[config.mk]
export PLATFORM = sky130hd
export DESIGN_NAME = auxch_txn_ctrl
export DESIGN_NICKNAME = d
export VERILOG_FILES = /design/src/rtl/auxch_pkg.sv /design/src/rtl/auxch_wait_timer.sv /design/src/rtl/auxch_data_buf.sv /design/src/rtl/auxch_txn_ctrl.sv
export SDC_FILE = /design/constraint.sdc
export NUM_CORES = 1
export LEC_CHECK = 0
export ABC_CLOCK_PERIOD_IN_PS = 6750
export BUFFER_PORTS_ARGS = -buffer_cell sky130_fd_sc_hd__buf_4
export CAP_MARGIN = 20
export CORE_AREA = 2 2 232 234
export DETAILED_ROUTE_END_ITERATION = 6
export DIE_AREA = 0 0 234 236
export GPL_TIMING_DRIVEN = 0
export PLACE_DENSITY = 0.55
export SYNTH_ARGS = -nofsm -noshare
export SYNTH_HDL_FRONTEND = slang
export SYNTH_HIERARCHICAL = 1
export SYNTH_SLANG_ARGS = --single-unit
[constraint.sdc]
create_clock -name clk -period 6.75 [get_ports clk]
set_clock_uncertainty 0.05 [all_clocks]
set_input_delay 1.35 -clock clk [delete_from_list [all_inputs] [get_ports clk]]
set_output_delay 1.35 -clock clk [all_outputs]
set_load 0.01 [all_outputs]
[src/rtl/auxch_pkg.sv]
package auxch_pkg;

    typedef enum logic [3:0] {
        ST_IDLE,
        ST_WAIT_FREE,
        ST_CLAIM,
        ST_SINK,
        ST_LOAD,
        ST_RST_ON,
        ST_RST_OFF,
        ST_BACKOFF,
        ST_START,
        ST_WAIT_DONE,
        ST_CHECK,
        ST_FINISH
    } state_e;

    typedef enum logic [2:0] {
        RC_OK      = 3'd0,
        RC_BUSY    = 3'd1,
        RC_NODEV   = 3'd2,
        RC_REMOTE  = 3'd3,
        RC_TIMEOUT = 3'd4
    } rcode_e;

endpackage

[src/rtl/auxch_wait_timer.sv]
module auxch_wait_timer #(
    parameter int CNT_W = 13
) (
    input  logic             clk,
    input  logic             rst_n,
    input  logic             restart,
    input  logic [CNT_W-1:0] limit,
    output logic             expired
);
    logic [CNT_W-1:0] cnt_q;

    always_ff @(posedge clk) begin
        if (!rst_n || restart) begin
            cnt_q <= '0;
        end else if (cnt_q != '1) begin
            cnt_q <= cnt_q + 1'b1;
        end
    end

    // limit is at least one cycle, so the last counted cycle is limit-1
    assign expired = (cnt_q >= (limit - 1'b1));

    AST_TIMER_RESTART: assert property (@(posedge clk) disable iff (!rst_n)
        restart |=> (cnt_q == '0));

endmodule

[src/rtl/auxch_data_buf.sv]
module auxch_data_buf #(
    parameter int NBYTES = 16,
    localparam int LEN_W = $clog2(NBYTES),
    localparam int DATA_W = 8 * NBYTES
) (
    input  logic              clk,
    input  logic              rst_n,
    input  logic [LEN_W-1:0]  len_m1,
    input  logic [DATA_W-1:0] wdata_raw,
    output logic [DATA_W-1:0] wdata_masked,
    input  logic              clear,
    input  logic              capture,
    input  logic [DATA_W-1:0] rdata_raw,
    output logic [DATA_W-1:0] rdata_q
);
    logic [DATA_W-1:0] rdata_masked;

    for (genvar b = 0; b < NBYTES; b++) begin : g_byte
        logic keep;
        assign keep = (LEN_W'(b) <= len_m1);
        assign wdata_masked[8*b +: 8] = keep ? wdata_raw[8*b +: 8] : 8'h00;
        assign rdata_masked[8*b +: 8] = keep ? rdata_raw[8*b +: 8] : 8'h00;
    end

    always_ff @(posedge clk) begin
        if (!rst_n || clear) begin
            rdata_q <= '0;
        end else if (capture) begin
            rdata_q <= rdata_masked;
        end
    end

endmodule

[src/rtl/auxch_txn_ctrl.sv]
module auxch_txn_ctrl
    import auxch_pkg::*;
#(
    parameter int CLK_PER_US = 100,
    parameter int IDLE_US    = 1000,
    parameter int GRANT_US   = 1000,
    parameter int DONE_US    = 1000,
    parameter int BACKOFF_US = 400,
    parameter int MAX_TRIES  = 32,
    parameter int ADDR_W     = 20,
    parameter int TYPE_W     = 4,
    parameter int ERR_W      = 8,
    parameter int MAX_BYTES  = 16,
    localparam int LEN_W     = $clog2(MAX_BYTES),
    localparam int CNT_IN_W  = $clog2(MAX_BYTES + 1),
    localparam int DATA_W    = 8 * MAX_BYTES
) (
    input  logic              clk,
    input  logic              rst_n,
    input  logic              req_valid,
    output logic              req_ready,
    input  logic [TYPE_W-1:0] req_type,
    input  logic [ADDR_W-1:0] req_addr,
    input  logic [CNT_IN_W-1:0] req_len,
    input  logic [DATA_W-1:0] req_wdata,
    output logic              rsp_done,
    output logic              rsp_err,
    output logic [2:0]        rsp_code,
    output logic [DATA_W-1:0] rsp_rdata,
    output logic              eng_claim,
    input  logic              eng_grant,
    input  logic              eng_busy,
    input  logic              eng_pending,
    input  logic              eng_sink_present,
    output logic              eng_wr_load,
    output logic [DATA_W-1:0] eng_wdata,
    output logic [TYPE_W-1:0] eng_type,
    output logic [ADDR_W-1:0] eng_addr,
    output logic [LEN_W-1:0]  eng_len_m1,
    output logic              eng_reset,
    output logic              eng_start,
    input  logic [ERR_W-1:0]  eng_err,
    input  logic [DATA_W-1:0] eng_rdata
);
    localparam int IDLE_CYC  = IDLE_US * CLK_PER_US;
    localparam int GRANT_CYC = GRANT_US * CLK_PER_US;
    localparam int DONE_CYC  = DONE_US * CLK_PER_US;
    localparam int BACK_CYC  = BACKOFF_US * CLK_PER_US;
    localparam int TMR_W     = $clog2(IDLE_CYC + GRANT_CYC + DONE_CYC + BACK_CYC + 2);
    localparam int TRY_W     = $clog2(MAX_TRIES + 1);

    state_e state_q, state_d;
    rcode_e rc_q, rc_d;

    logic [TYPE_W-1:0] type_q;
    logic [ADDR_W-1:0] addr_q;
    logic [LEN_W-1:0]  lenm1_q;
    logic [DATA_W-1:0] wdata_q;
    logic [TRY_W-1:0]  tries_q;

    logic [TMR_W-1:0] tmr_limit;
    logic             tmo;
    logic             accept;
    logic             attempt_bad;

    assign accept      = (state_q == ST_IDLE) && req_valid;
    assign attempt_bad = (eng_err != '0);

    // request latch: fields stay fixed for the whole transaction
    always_ff @(posedge clk) begin
        if (!rst_n) begin
            type_q  <= '0;
            addr_q  <= '0;
            lenm1_q <= '0;
            wdata_q <= '0;
        end else if (accept) begin
            type_q  <= req_type;
            addr_q  <= req_addr;
            lenm1_q <= LEN_W'(req_len - 1'b1);
            wdata_q <= req_wdata;
        end
    end

    // attempt counter
    always_ff @(posedge clk) begin
        if (!rst_n || state_q == ST_IDLE) begin
            tries_q <= '0;
        end else if (state_q == ST_CHECK && attempt_bad) begin
            tries_q <= tries_q + 1'b1;
        end
    end

    // per-state wait bound
    always_comb begin
        unique case (state_q)
            ST_WAIT_FREE: tmr_limit = TMR_W'(IDLE_CYC);
            ST_CLAIM:     tmr_limit = TMR_W'(GRANT_CYC);
            ST_BACKOFF:   tmr_limit = TMR_W'(BACK_CYC);
            ST_WAIT_DONE: tmr_limit = TMR_W'(DONE_CYC);
            default:      tmr_limit = TMR_W'(1);
        endcase
    end

    auxch_wait_timer #(.CNT_W(TMR_W)) i_timer (
        .clk     (clk),
        .rst_n   (rst_n),
        .restart (state_d != state_q),
        .limit   (tmr_limit),
        .expired (tmo)
    );

    auxch_data_buf #(.NBYTES(MAX_BYTES)) i_buf (
        .clk          (clk),
        .rst_n        (rst_n),
        .len_m1       (lenm1_q),
        .wdata_raw    (wdata_q),
        .wdata_masked (eng_wdata),
        .clear        (accept),
        .capture      (state_q == ST_CHECK && !attempt_bad && type_q[0]),
        .rdata_raw    (eng_rdata),
        .rdata_q      (rsp_rdata)
    );

    // next state and outcome code
    always_comb begin
        state_d = state_q;
        rc_d    = rc_q;
        unique case (state_q)
            ST_IDLE:      if (req_valid) state_d = ST_WAIT_FREE;
            ST_WAIT_FREE: begin
                if (!eng_busy && !eng_pending) begin
                    state_d = ST_CLAIM;
                end else if (tmo) begin
                    state_d = ST_FINISH;
                    rc_d    = RC_BUSY;
                end
            end
            ST_CLAIM: begin
                if (eng_grant) begin
                    state_d = ST_SINK;
                end else if (tmo) begin
                    state_d = ST_FINISH;
                    rc_d    = RC_BUSY;
                end
            end
            ST_SINK: begin
                if (!eng_sink_present) begin
                    state_d = ST_FINISH;
                    rc_d    = RC_NODEV;
                end else if (!type_q[0]) begin
                    state_d = ST_LOAD;
                end else begin
                    state_d = ST_RST_ON;
                end
            end
            ST_LOAD:    state_d = ST_RST_ON;
            ST_RST_ON:  state_d = ST_RST_OFF;
            ST_RST_OFF: state_d = (tries_q != '0) ? ST_BACKOFF : ST_START;
            ST_BACKOFF: if (tmo) state_d = ST_START;
            ST_START:   state_d = ST_WAIT_DONE;
            ST_WAIT_DONE: begin
                if (!eng_pending) begin
                    state_d = ST_CHECK;
                end else if (tmo) begin
                    state_d = ST_FINISH;
                    rc_d    = RC_TIMEOUT;
                end
            end
            ST_CHECK: begin
                if (!attempt_bad) begin
                    state_d = ST_FINISH;
                    rc_d    = RC_OK;
                end else if (tries_q == TRY_W'(MAX_TRIES - 1)) begin
                    state_d = ST_FINISH;
                    rc_d    = RC_REMOTE;
                end else begin
                    state_d = ST_RST_ON;
                end
            end
            ST_FINISH: state_d = ST_IDLE;
            default:   state_d = ST_IDLE;
        endcase
    end

    // state register
    always_ff @(posedge clk) begin
        if (!rst_n) begin
            state_q <= ST_IDLE;
            rc_q    <= RC_OK;
        end else begin
            state_q <= state_d;
            rc_q    <= rc_d;
        end
    end

    // outputs
    always_comb begin
        req_ready   = 1'b0;
        eng_claim   = 1'b0;
        eng_wr_load = 1'b0;
        eng_reset   = 1'b0;
        eng_start   = 1'b0;
        rsp_done    = 1'b0;
        rsp_err     = 1'b0;
        unique case (state_q)
            ST_IDLE:      req_ready = 1'b1;
            ST_WAIT_FREE: ;
            ST_CLAIM, ST_SINK, ST_RST_OFF, ST_BACKOFF, ST_WAIT_DONE, ST_CHECK:
                eng_claim = 1'b1;
            ST_LOAD: begin
                eng_claim   = 1'b1;
                eng_wr_load = 1'b1;
            end
            ST_RST_ON: begin
                eng_claim = 1'b1;
                eng_reset = 1'b1;
            end
            ST_START: begin
                eng_claim = 1'b1;
                eng_start = 1'b1;
            end
            ST_FINISH: begin
                rsp_done = (rc_q == RC_OK);
                rsp_err  = (rc_q != RC_OK);
            end
            default: ;
        endcase
    end

    assign rsp_code   = rc_q;
    assign eng_type   = type_q;
    assign eng_addr   = addr_q;
    assign eng_len_m1 = lenm1_q;

    AST_SINGLE_PULSE: assert property (@(posedge clk) disable iff (!rst_n)
        (rsp_done || rsp_err) |=> !(rsp_done || rsp_err));
    AST_DONE_IS_OK: assert property (@(posedge clk) disable iff (!rst_n)
        rsp_done |-> (rsp_code == 3'd0));
    AST_CLAIM_DROP_AT_END: assert property (@(posedge clk) disable iff (!rst_n)
        $fell(eng_claim) |-> (rsp_done || rsp_err));
    AST_START_WHILE_CLAIMED: assert property (@(posedge clk) disable iff (!rst_n)
        eng_start |-> (eng_claim && $past(eng_claim)));
    AST_RESET_ONE_CYCLE: assert property (@(posedge clk) disable iff (!rst_n)
        eng_reset |=> (!eng_reset && !eng_start));
    AST_LOAD_ONLY_WRITE: assert property (@(posedge clk) disable iff (!rst_n)
        eng_wr_load |-> !eng_type[0]);
    AST_TRIES_BOUND: assert property (@(posedge clk) disable iff (!rst_n)
        tries_q <= TRY_W'(MAX_TRIES));
    AST_IDLE_NO_CLAIM: assert property (@(posedge clk) disable iff (!rst_n)
        req_ready |-> !eng_claim);

endmodule

== Word-level counts from Yosys, hierarchy flattened ==
Index checks and enable logic that the tools add are counted.

* Flip-flop bits (word level): 316
* Bits of input ports: 300
* Word-level logic and storage cells: 132

* $add $sub $neg: 4
* $lt $le $gt $ge: 17
* Equality and inequality tests: 20
* Mux-type cells: 61
* Reductions and logical operators: 21

{| class="wikitable"
|+ Operator list
! kind !! number
|-
| 2-to-1 mux 8 bit || 32
|-
| one-hot mux 4 bit (11 select lines) || 1
|-
| 2-to-1 mux 4 bit || 10
|-
| one-hot mux 17 bit (2 select lines) || 1
|-
| <= comparator 4 bit, first input constant || 8
|-
| 2-to-1 mux 3 bit || 8
|-
| adder 19 x 1 -> 19 bit, second input constant || 1
|-
| >= comparator 19 bit || 1
|-
| != test 19 bit, second input constant || 1
|-
| subtractor 17 x 1 -> 18 bit, second input constant || 1
|-
| == test 4 x 3 -> 1 bit, second input constant || 4
|-
| == test 4 bit, second input constant || 4
|-
| <= comparator 3 x 4 -> 1 bit, first input constant || 4
|-
| one-hot mux 3 bit (5 select lines) || 1
|-
| OR reduction 9 bit || 1
|-
| == test 4 x 2 -> 1 bit, second input constant || 2
|-
| <= comparator 1 x 4 -> 1 bit, first input constant || 2
|-
| <= comparator 2 x 4 -> 1 bit, first input constant || 2
|-
| 2-to-1 mux 1 bit || 8
|-
| != test 2 bit, second input constant || 4
|-
| nonzero test 8 bit || 1
|-
| AND reduction 7 bit || 1
|-
| adder 6 x 1 -> 6 bit, second input constant || 1
|-
| == test 6 x 5 -> 1 bit, second input constant || 1
|-
| 14 further kinds || 23
|}

== Longest topological paths before layout ==
Gate-level depths: netlist of the first run.

* Depth in word-level cells: 10
* Depth in mapped cells: 27
* Depth with buffers taken out: 23

== Hierarchy ==
The synthesis of the first run kept the hierarchy.

{| class="wikitable"
|+ Modules (own cells, without submodules)
! module !! instances !! cells an instance !! area each (um2)
|-
| auxch_txn_ctrl || 1 || 817 || 6426.2
|-
| auxch_data_buf || 1 || 720 || 5924.4
|-
| auxch_wait_timer || 1 || 191 || 1580.3
|}

== Worst setup path after synthesis of the first run ==
OpenSTA, ideal clock, no wires.

* Path type: register to register
* Start: register state_q[1]
* End: register i_timer.cnt_q[0]
* Library setup time: 0.128 ns
* Arrival time: 5.160 ns
* Data required time: 6.572 ns
* Path slack: 1.413 ns
* Cell stages (with the launch flop): 24
* Clock period less this slack: 5.337 ns
* Path through: dfxtp_1 > buf_2 > nor2b_1 > a21oi_1 > nor2_1 > or4_4 > or3_4 > or3_4 > nor3_1 > xnor2_1 > ha_1 > a21o_1 > a21o_1 > a211oi_1 > o21ai_0 > or3_1 > o311ai_1 > a21oi_1 > a211o_1 > o221ai_1 > nand2b_1 > buf_1 > clkbuf_1 > nor2_1

* Word-level cells in the longest chain between the ends: 10
* Elaborated cells on any way between the ends: 24
* Those cells by class: add/sub: 1; order compare: 1; eq/ne: 11; mux: 8; reduce/logical: 3

{| class="wikitable"
|+ RTL lines
! element !! RTL line !! source
|-
| from (decl) || auxch_txn_ctrl.sv:52 || <nowiki>state_e state_q, state_d;</nowiki>
|-
| from (signal assigned) || auxch_txn_ctrl.sv:191 || <nowiki>state_q <= state_d;</nowiki>
|-
| == test 4 x 2 -> 1 bit, or another cell as far along || auxch_txn_ctrl.sv:95 || <nowiki>unique case (state_q)</nowiki>
|-
| OR reduction 3 bit (no line) || n/a ||
|-
| one-hot mux 17 bit (2 select lines) * || auxch_txn_ctrl.sv:95 ||
|-
| named net tmr_limit[16] || auxch_txn_ctrl.sv:61 || <nowiki>logic [TMR_W-1:0] tmr_limit;</nowiki>
|-
| subtractor 17 x 1 -> 18 bit * || auxch_wait_timer.sv:21 || <nowiki>assign expired = (cnt_q >= (limit - 1'b1));</nowiki>
|-
| >= comparator 19 bit * || auxch_wait_timer.sv:21 ||
|-
| named net tmo || auxch_txn_ctrl.sv:62 || <nowiki>logic tmo;</nowiki>
|-
| 2-to-1 mux 4 bit || auxch_txn_ctrl.sv:133, auxch_txn_ctrl.sv:141, auxch_txn_ctrl.sv:164 ||
|-
| 2-to-1 mux 4 bit, on equally long branches || auxch_txn_ctrl.sv:162, auxch_txn_ctrl.sv:131, auxch_txn_ctrl.sv:139 ||
|-
| one-hot mux 4 bit (11 select lines) * || auxch_txn_ctrl.sv:128 || <nowiki>unique case (state_q)</nowiki>
|-
| != test 4 bit * || auxch_txn_ctrl.sv:107 || <nowiki>.restart (state_d != state_q),</nowiki>
|-
| logical OR 1 bit * || auxch_wait_timer.sv:13 || <nowiki>if (!rst_n || restart) begin</nowiki>
|-
| to (signal assigned) || auxch_wait_timer.sv:16 || <nowiki>cnt_q <= cnt_q + 1'b1;</nowiki>
|-
| to (decl) || auxch_wait_timer.sv:10 || <nowiki>logic [CNT_W-1:0] cnt_q;</nowiki>
|}

Mark *: on every way through the listed nets, which the timed path passes. The rest lies on a longest branch.
A chain may end at the register's enable or synchronous reset.

== Worst setup path in the final report of the first run ==
* Start: register state_q[3]
* End: register i_timer.cnt_q[0]

Same word-level chain as after synthesis.

==> results.py, run 1 <==
metrics = {
    "run_status": {
        "status": "complete, no violations",
    },
    "synthesis": {
        "synth_flop_cell": "dfxtp_1",
        "syn_inst": 1728,
        "synth_edf_count": 0,
        "synthAdderAreaFrac_pct": 2.16,
        "seq_area_frac_synth_pct": 45.4,
        "syn_area_per_cell_um2": 8.06,
        "synth_compound_area_share_pct": 13.8,
        "synth_top_family_by_area": "simple AND/OR/NAND/NOR gates",
        "synth.distinct_cells": 75,
        "async_flop_share_pct": 0,
        "ys_ff_latch": 316,
        "synth_warnings": 6,
        "synth-simple-area-share_pct": 30.3,
        "netlist_area_mm2": 0.0139,
        "synth-xor-area-share_pct": 2.39,
        "muxShareOfSynthArea_pct": 0.647,
    },
    "timing": {
        "min_period_ns": 6.24,
        "hold_viol_final": 0,
        "fmax_mhz": 160,
        "setup_tns_ns": 0,
        "worstMarginPinSlew_ns": 0.993,
        "finalSetupViolCount": 0,
        "relSlewSlack_pct": 33.8,
        "post-route-period-util_pct": 92.4,
        "rsz0062_at_grt": "false",
        "timing_max_transition_violations_final": 0,
    },
    "finish": {
        "antenna_cells": 0,
        "fillers": 5537,
        "nets": 2707,
        "syn_to_final_growth_pct": 48.1,
        "drive_above_1_share_pct": 30.9,
        "fin_cells": 3107,
    },
    "floorplan": {
        "ios": 594,
        "die_h_um": 236,
        "die-area_mm2": 0.0552,
        "core-area_mm2": 0.0531,
        "initial_core_util_pct": 26.3,
        "die_w_um": 234,
        "rows": 85,
    },
    "route": {
        "via_per_inst": 4.62,
        "wl_per_cell_um": 18.4,
        "vias": 14400,
        "drtAntennaViolNets": 0,
        "drtPass1Iterations": 5,
        "drt-total-wl_mm": 57.1,
        "drc": 0,
        "drt_iter0_markers": 614,
    },
    "clocking": {
        "post-cts-setup-buffers": 0,
        "cts-root-buf": "clkbuf_16",
        "cts_hold_buf": 0,
        "cts_tree": "yes",
        "clkLatencyLatePin_ns": 0.53,
        "cts.sinks": 316,
        "path_clk_slew_ns": 0.06,
        "numCtsBuffers": 39,
        "h-tree-depth": 2,
        "cts.path.max_buffers": 3,
    },
    "placed_design": {
        "io_buffer_count": 592,
        "hpwl_mm": 45.7,
        "placed_cells": 3038,
        "gp_congestion": 0.876,
    },
    "power_and_ir_drop": {
        "switching_share_pct": 26.4,
        "seqPwrFrac_pct": 41.2,
        "power_frac_comb_pct": 14.9,
        "p_switching_mw": 1.27,
        "irDropWorstVdd_uv": 152,
        "p_int_mw": 3.56,
        "clkPwrFrac_pct": 43.9,
        "pwr_density_cell_mw_per_mm2": 234,
        "power_leakage_nw": 8.71,
    },
    "global_route": {
        "grt_max_degree": 14,
        "antenna_found_initial": 3,
        "busiest_layer": "met2",
        "grtUsageMet2_pct": 34.4,
        "grt_pass1_wl_mm": 83.5,
        "met3_usage_pct": 5.32,
        "grt_remaining_overflow": 0,
        "grtUsageMet1_pct": 23.1,
        "grt_pass1_vias": 14000,
        "grt_usage_pct": 19.7,
    },
    "worst_setup_path": {
        "worst_setup_path_start_kind": "register",
        "cp.arrival_ns": 6.60,
        "ff2ff_path_depth": 22,
        "slowest_stage": "or4_4",
        "slowest_delay_ns": 0.59,
        "critPathCaptureType": "register",
        "critical_path.max_fanout": 13,
        "crit_type": "register to register",
        "crit_chain": "buf_4, nand2b_1, nor2_1, or4_4, or3_4, or3_4, nor3_1, xnor2_1, ha_1, a21o_1, a21o_1, a211oi_1, o21ai_0, or3_1, o311ai_1, a21oi_1, a211o_1, o221ai_1, nand2b_1, buf_1, clkbuf_2, nor2_1",
        "required_ns": 7.11,
    },
    "flow_run": {
        "drv_cap": 0,
    },
    "hold_path": {
        "hold_path_depth": 2,
        "hold_class": "register to register",
    },
}
-- power groups by stage --
stage,registers [mW],logic (mW),clock network (mW)
after floorplan,2.02,0.360,0
after global placement,2.03,0.719,0
after detailed placement,2.03,0.727,0
after CTS,1.99,0.730,2.19
after global routing,2.00,0.794,2.26
final,1.99,0.721,2.12
-- repair_timing --
action / CTS / global route
endpoints found under the setup margin: 0 / 10
hold endpoints to repair: 0 / 0
gates resized for setup: 0 / 4
-- critical path: cells and delay by family (launching register included) --
kind	cells	cell delay, ns
DFF	1	0.48
and+or+nand+nor	9	2.72
buffers and inverters	3	0.98
AOI/OAI and AO/OA	8	1.42
xor gates and xnor gates	1	0.16
adders and majority gates	1	0.27
-- metal layers --
layer,up-vias,share of wire (%)
li1,7075,-
met1,6714,41
met2,473,49
met3,91,7.5
met4,4,3.2
met5,-,0.053
-- sequential cells by signal (all words and copies together), names as in the netlist --
name and cells:
wdata_q 128, eng_addr 20, eng_len_m1 4, rsp_code 3, tries_q 6, i_timer/cnt_q 19, i_buf/rdata_q 128, state_q 4
eng_type 4
-- cell type report --
cell class | count | area (µm²) | area share (%)
Multi-Input combinational cell | 1282 | 6960 | 33.7
Sequential cell | 316 | 6330 | 30.7
Timing Repair Buffer | 592 | 4440 | 21.5
Clock buffer | 55 | 1120 | 5.41
Tap cell | 696 | 871 | 4.22
Buffer | 135 | 677 | 3.28
Clock inverter | 14 | 174 | 0.843
Inverter | 17 | 63.8 | 0.309
-- cell families after synthesis --
family	after synthesis
and+or+nand+nor	837
AOI/OAI and AO/OA	351
DFF	316
buffers and inverters	152
xor gates and xnor gates	38
adders and majority gates	24
muxes	9
other	1
-- cell usage after synthesis, types with 5 or more instances --
cell type | count | area, µm²
a211oi_1 | 10 | 75.1
a21o_1 | 7 | 52.6
a21oi_1 | 274 | 1370
and2_1 | 101 | 632
and2_4 | 8 | 70.1
and3_1 | 13 | 81.3
buf_2 | 25 | 125
buf_4 | 21 | 158
buf_6 | 6 | 67.6
clkbuf_1 | 78 | 293
dfxtp_1 | 316 | 6330
ha_1 | 24 | 300
inv_1 | 15 | 56.3
mux2i_1 | 9 | 90.1
nand2_1 | 322 | 1210
nand2b_1 | 105 | 657
nand3_1 | 126 | 631
nand3b_1 | 16 | 120
nand4_1 | 9 | 56.3
nor2_1 | 66 | 248
nor2b_1 | 18 | 113
nor3_1 | 18 | 90.1
o21a_1 | 5 | 37.5
o21ai_0 | 27 | 135
or3_1 | 5 | 31.3
or4_1 | 5 | 37.5
xnor2_1 | 26 | 228
xor2_1 | 12 | 105
-- path summary, 6_finish.rpt --
path | from | end | slack [ns]
setup / recovery | state_q[3] | i_timer/cnt_q[0] | 0.51
hold / removal | wdata_q[111] | wdata_q[111] | 0.40
setup reg to reg | state_q[3] | i_timer/cnt_q[0] | 0.51
hold reg to reg | wdata_q[111] | wdata_q[111] | 0.40
-- placed cells by master (no fill, tap or decap), drive strengths merged, types with 3 or more instances in the layout --
| master | synthesis | routed |
|---|---|---|
| xnor2 | 26 | 26 |
| nor4 | 5 | 5 |
| buf | 55 | 647 |
| or3 | 7 | 7 |
| nor2 | 66 | 66 |
| nand3b | 16 | 16 |
| clkinv | 0 | 9 |
| o21a | 5 | 5 |
| nor2b | 18 | 18 |
| nor3 | 18 | 18 |
| conb | 1 | 23 |
| bufinv | 0 | 4 |
| ha | 24 | 24 |
| clkbuf | 80 | 135 |
| xor2 | 12 | 12 |
| a21o | 7 | 7 |
| a21oi | 274 | 274 |
| and3 | 14 | 14 |
| dfxtp | 316 | 316 |
| a211o | 3 | 3 |
| mux2i | 9 | 9 |
| a211oi | 11 | 11 |
| or4 | 7 | 7 |
| o21ai | 29 | 29 |
| inv | 17 | 18 |
| nand2b | 105 | 105 |
| nand4 | 9 | 9 |
| nand3 | 126 | 126 |
| nand2 | 323 | 323 |
| and2 | 111 | 111 |
-- through the flow --
stage          util (%)  hold WS [ns]  cell area, µm²  power (mW)  worst slack, ns
2_1_floorplan         -         0.382           14000        2.38             1.41
3_5_place_dp       36.4         0.392           19300        2.76            0.454
4_1_cts            38.9         0.399           20600        4.91            0.417
6_report           38.9         0.397           20600        4.83            0.510
3_3_place_gp       36.4         0.388           19300        2.74            0.487
5_1_grt            38.9         0.421           20600        5.05          0.00532
(Power assumes the default switching activity.)
==> run 2: changes to the inputs <==
PLACE_DENSITY = 0.49   (was 0.55)
==> results.py, run 2 (synthesized netlist as in run 1, its figures left out) <==
metrics = {
    "run_status": {
        "status": "complete, no violations",
    },
    "worst_setup_path": {
        "cp.depth": 21,
        "cpLargestDelayFamily": "simple AND/OR/NAND/NOR gates",
        "critPathCaptureType": "register",
        "ff2ff_path_depth": 21,
        "critical_path.max_fanout": 13,
        "slowest_delay_ns": 0.58,
        "crit_type": "register to register",
        "required_ns": 7.17,
        "worst-path-buf-inv": 2,
        "worst_setup_path_start_kind": "register",
        "cp.arrival_ns": 6.57,
        "crit_chain": "buf_4, nand2b_1, nor2_1, or4_4, or3_4, or3_4, nor3_1, xnor2_1, ha_1, a21o_1, a21o_1, a211oi_1, o21ai_0, or3_1, o311ai_1, a21oi_1, a311oi_1, o221ai_1, nand2b_2, clkbuf_2, nor2_1",
        "slowest_stage": "or4_4",
    },
    "global_route": {
        "grt_max_degree": 14,
        "grt_pass1_vias": 13800,
        "grt_remaining_overflow": 0,
        "antenna_found_initial": 3,
        "grt_usage_pct": 20.2,
        "grt_pass1_wl_mm": 85.0,
    },
    "hold_path": {
        "hold_path_depth": 2,
        "hold_class": "register to register",
    },
    "timing": {
        "timing_max_transition_violations_final": 0,
        "hold_viol_final": 0,
        "finalSetupViolCount": 0,
        "post-route-period-util_pct": 91.2,
        "worstMarginPinSlew_ns": 0.982,
        "min_period_ns": 6.16,
        "whs_ns": 0.398,
        "rsz0062_at_grt": "false",
        "setup_tns_ns": 0,
        "fmax_mhz": 162,
        "relSlewSlack_pct": 34.6,
    },
    "route": {
        "drtAntennaViolNets": 0,
        "vias": 14300,
        "drc": 0,
        "wl_per_cell_um": 18.8,
        "drtPass1Iterations": 5,
        "drt_iter0_markers": 642,
        "drt-total-wl_mm": 58.4,
        "via_per_inst": 4.59,
    },
    "floorplan": {
        "core-area_mm2": 0.0531,
        "die_h_um": 236,
        "die-area_mm2": 0.0552,
        "initial_core_util_pct": 26.3,
        "die_w_um": 234,
        "ios": 594,
        "rows": 85,
    },
    "power_and_ir_drop": {
        "p_int_mw": 3.59,
        "irDropWorstVdd_uv": 211,
        "power_frac_comb_pct": 14.7,
        "p_switching_mw": 1.31,
        "switching_share_pct": 26.7,
        "seqPwrFrac_pct": 40.6,
        "p_total_mw": 4.89,
        "pwr_density_cell_mw_per_mm2": 237,
        "clkPwrFrac_pct": 44.6,
        "power_leakage_nw": 8.72,
    },
    "clocking": {
        "cts.sinks": 316,
        "cts.path.max_buffers": 3,
        "post-cts-setup-buffers": 0,
        "path_clk_slew_ns": 0.06,
        "clkLatencyLatePin_ns": 0.55,
        "cts_hold_buf": 0,
        "cts-root-buf": "clkbuf_16",
        "h-tree-depth": 2,
        "cts_tree": "yes",
        "numCtsBuffers": 39,
    },
    "placed_design": {
        "dpl-instance-area_mm2": 0.0193,
        "hpwl_mm": 46.3,
        "placed_cells": 3038,
        "gp_congestion": 0.895,
        "io_buffer_count": 592,
    },
    "finish": {
        "final_common_cell": "buf_4",
        "fin_cells": 3112,
        "nets": 2706,
        "fin_area_mm2": 0.0207,
        "drive_above_1_share_pct": 30.9,
        "syn_to_final_growth_pct": 48.4,
        "final_cell_mix": "buf_4 (613), nand2_1 (322), dfxtp_1 (316)",
    },
    "flow_run": {
        "drv_cap": 0,
    },
}
==> run 2: worst register-to-register path: stages, from the launching register on <==
cell and delay [ns]:
dfxtp_1 0.49, buf_4 0.23, nand2b_1 0.28, nor2_1 0.28
or4_4 0.59, or3_4 0.36, or3_4 0.42, nor3_1 0.21
xnor2_1 0.17, ha_1 0.28, a21o_1 0.18, a21o_1 0.17
a211oi_1 0.26, o21ai_0 0.23, or3_1 0.39, o311ai_1 0.08
a21oi_1 0.13, a311oi_1 0.36, o221ai_1 0.19, nand2b_2 0.33
clkbuf_2 0.27, nor2_1 0.14
==> run 2: layout make-up <==
cell class | count | area, µm²
antenna | 4 | 10.0
buffer | 134 | 673
clock buffer | 61 | 1190
multi-input combinational | 1282 | 6960
tap | 696 | 871
fill | 5588 | 32400
sequential | 316 | 6330
clock inverter | 10 | 143
timing repair buffer | 592 | 4440
inverter | 17 | 63.8
==> run 2: timing repair <==
item / CTS / global route
endpoints found under the hold margin: 0 / 0
resized for setup: 0 / 4
endpoints found under the setup margin: 0 / 10
==> run 2: path summary, 6_finish.rpt <==
check                    from                to  slack (ns)
setup / recovery   state_q[3]  i_timer/cnt_q[3]        0.59
hold / removal    wdata_q[35]       wdata_q[35]        0.40
hold reg to reg   wdata_q[35]       wdata_q[35]        0.40
setup reg to reg   state_q[3]  i_timer/cnt_q[3]        0.59
==> run 2: metal layers <==
layer	vias to the layer above	global-route usage (%)	wire length, µm
met5	-	0	13
met4	2	6.37	1650
met3	85	5.21	4470
met2	440	34.9	28400
met1	6686	24.3	23800
li1	7071	-	-
==> run 2: power by group through the flow <==
stage / clock [mW] / combinational (mW) / sequential [mW]
4_1_cts: 2.25 / 0.731 / 1.99
3_5_place_dp: 0 / 0.728 / 2.03
3_3_place_gp: 0 / 0.722 / 2.03
6_report: 2.18 / 0.720 / 1.99
5_1_grt: 2.32 / 0.795 / 2.00
2_1_floorplan: 0 / 0.360 / 2.02
==> run 2: per-stage QoR <==
step	utilization [%]	setup slack [ns]
6_report	39.0	0.593
5_1_grt	39.0	0.0814
4_1_cts	38.9	0.284
3_5_place_dp	36.4	0.336
3_3_place_gp	36.4	0.407
2_1_floorplan	-	1.41
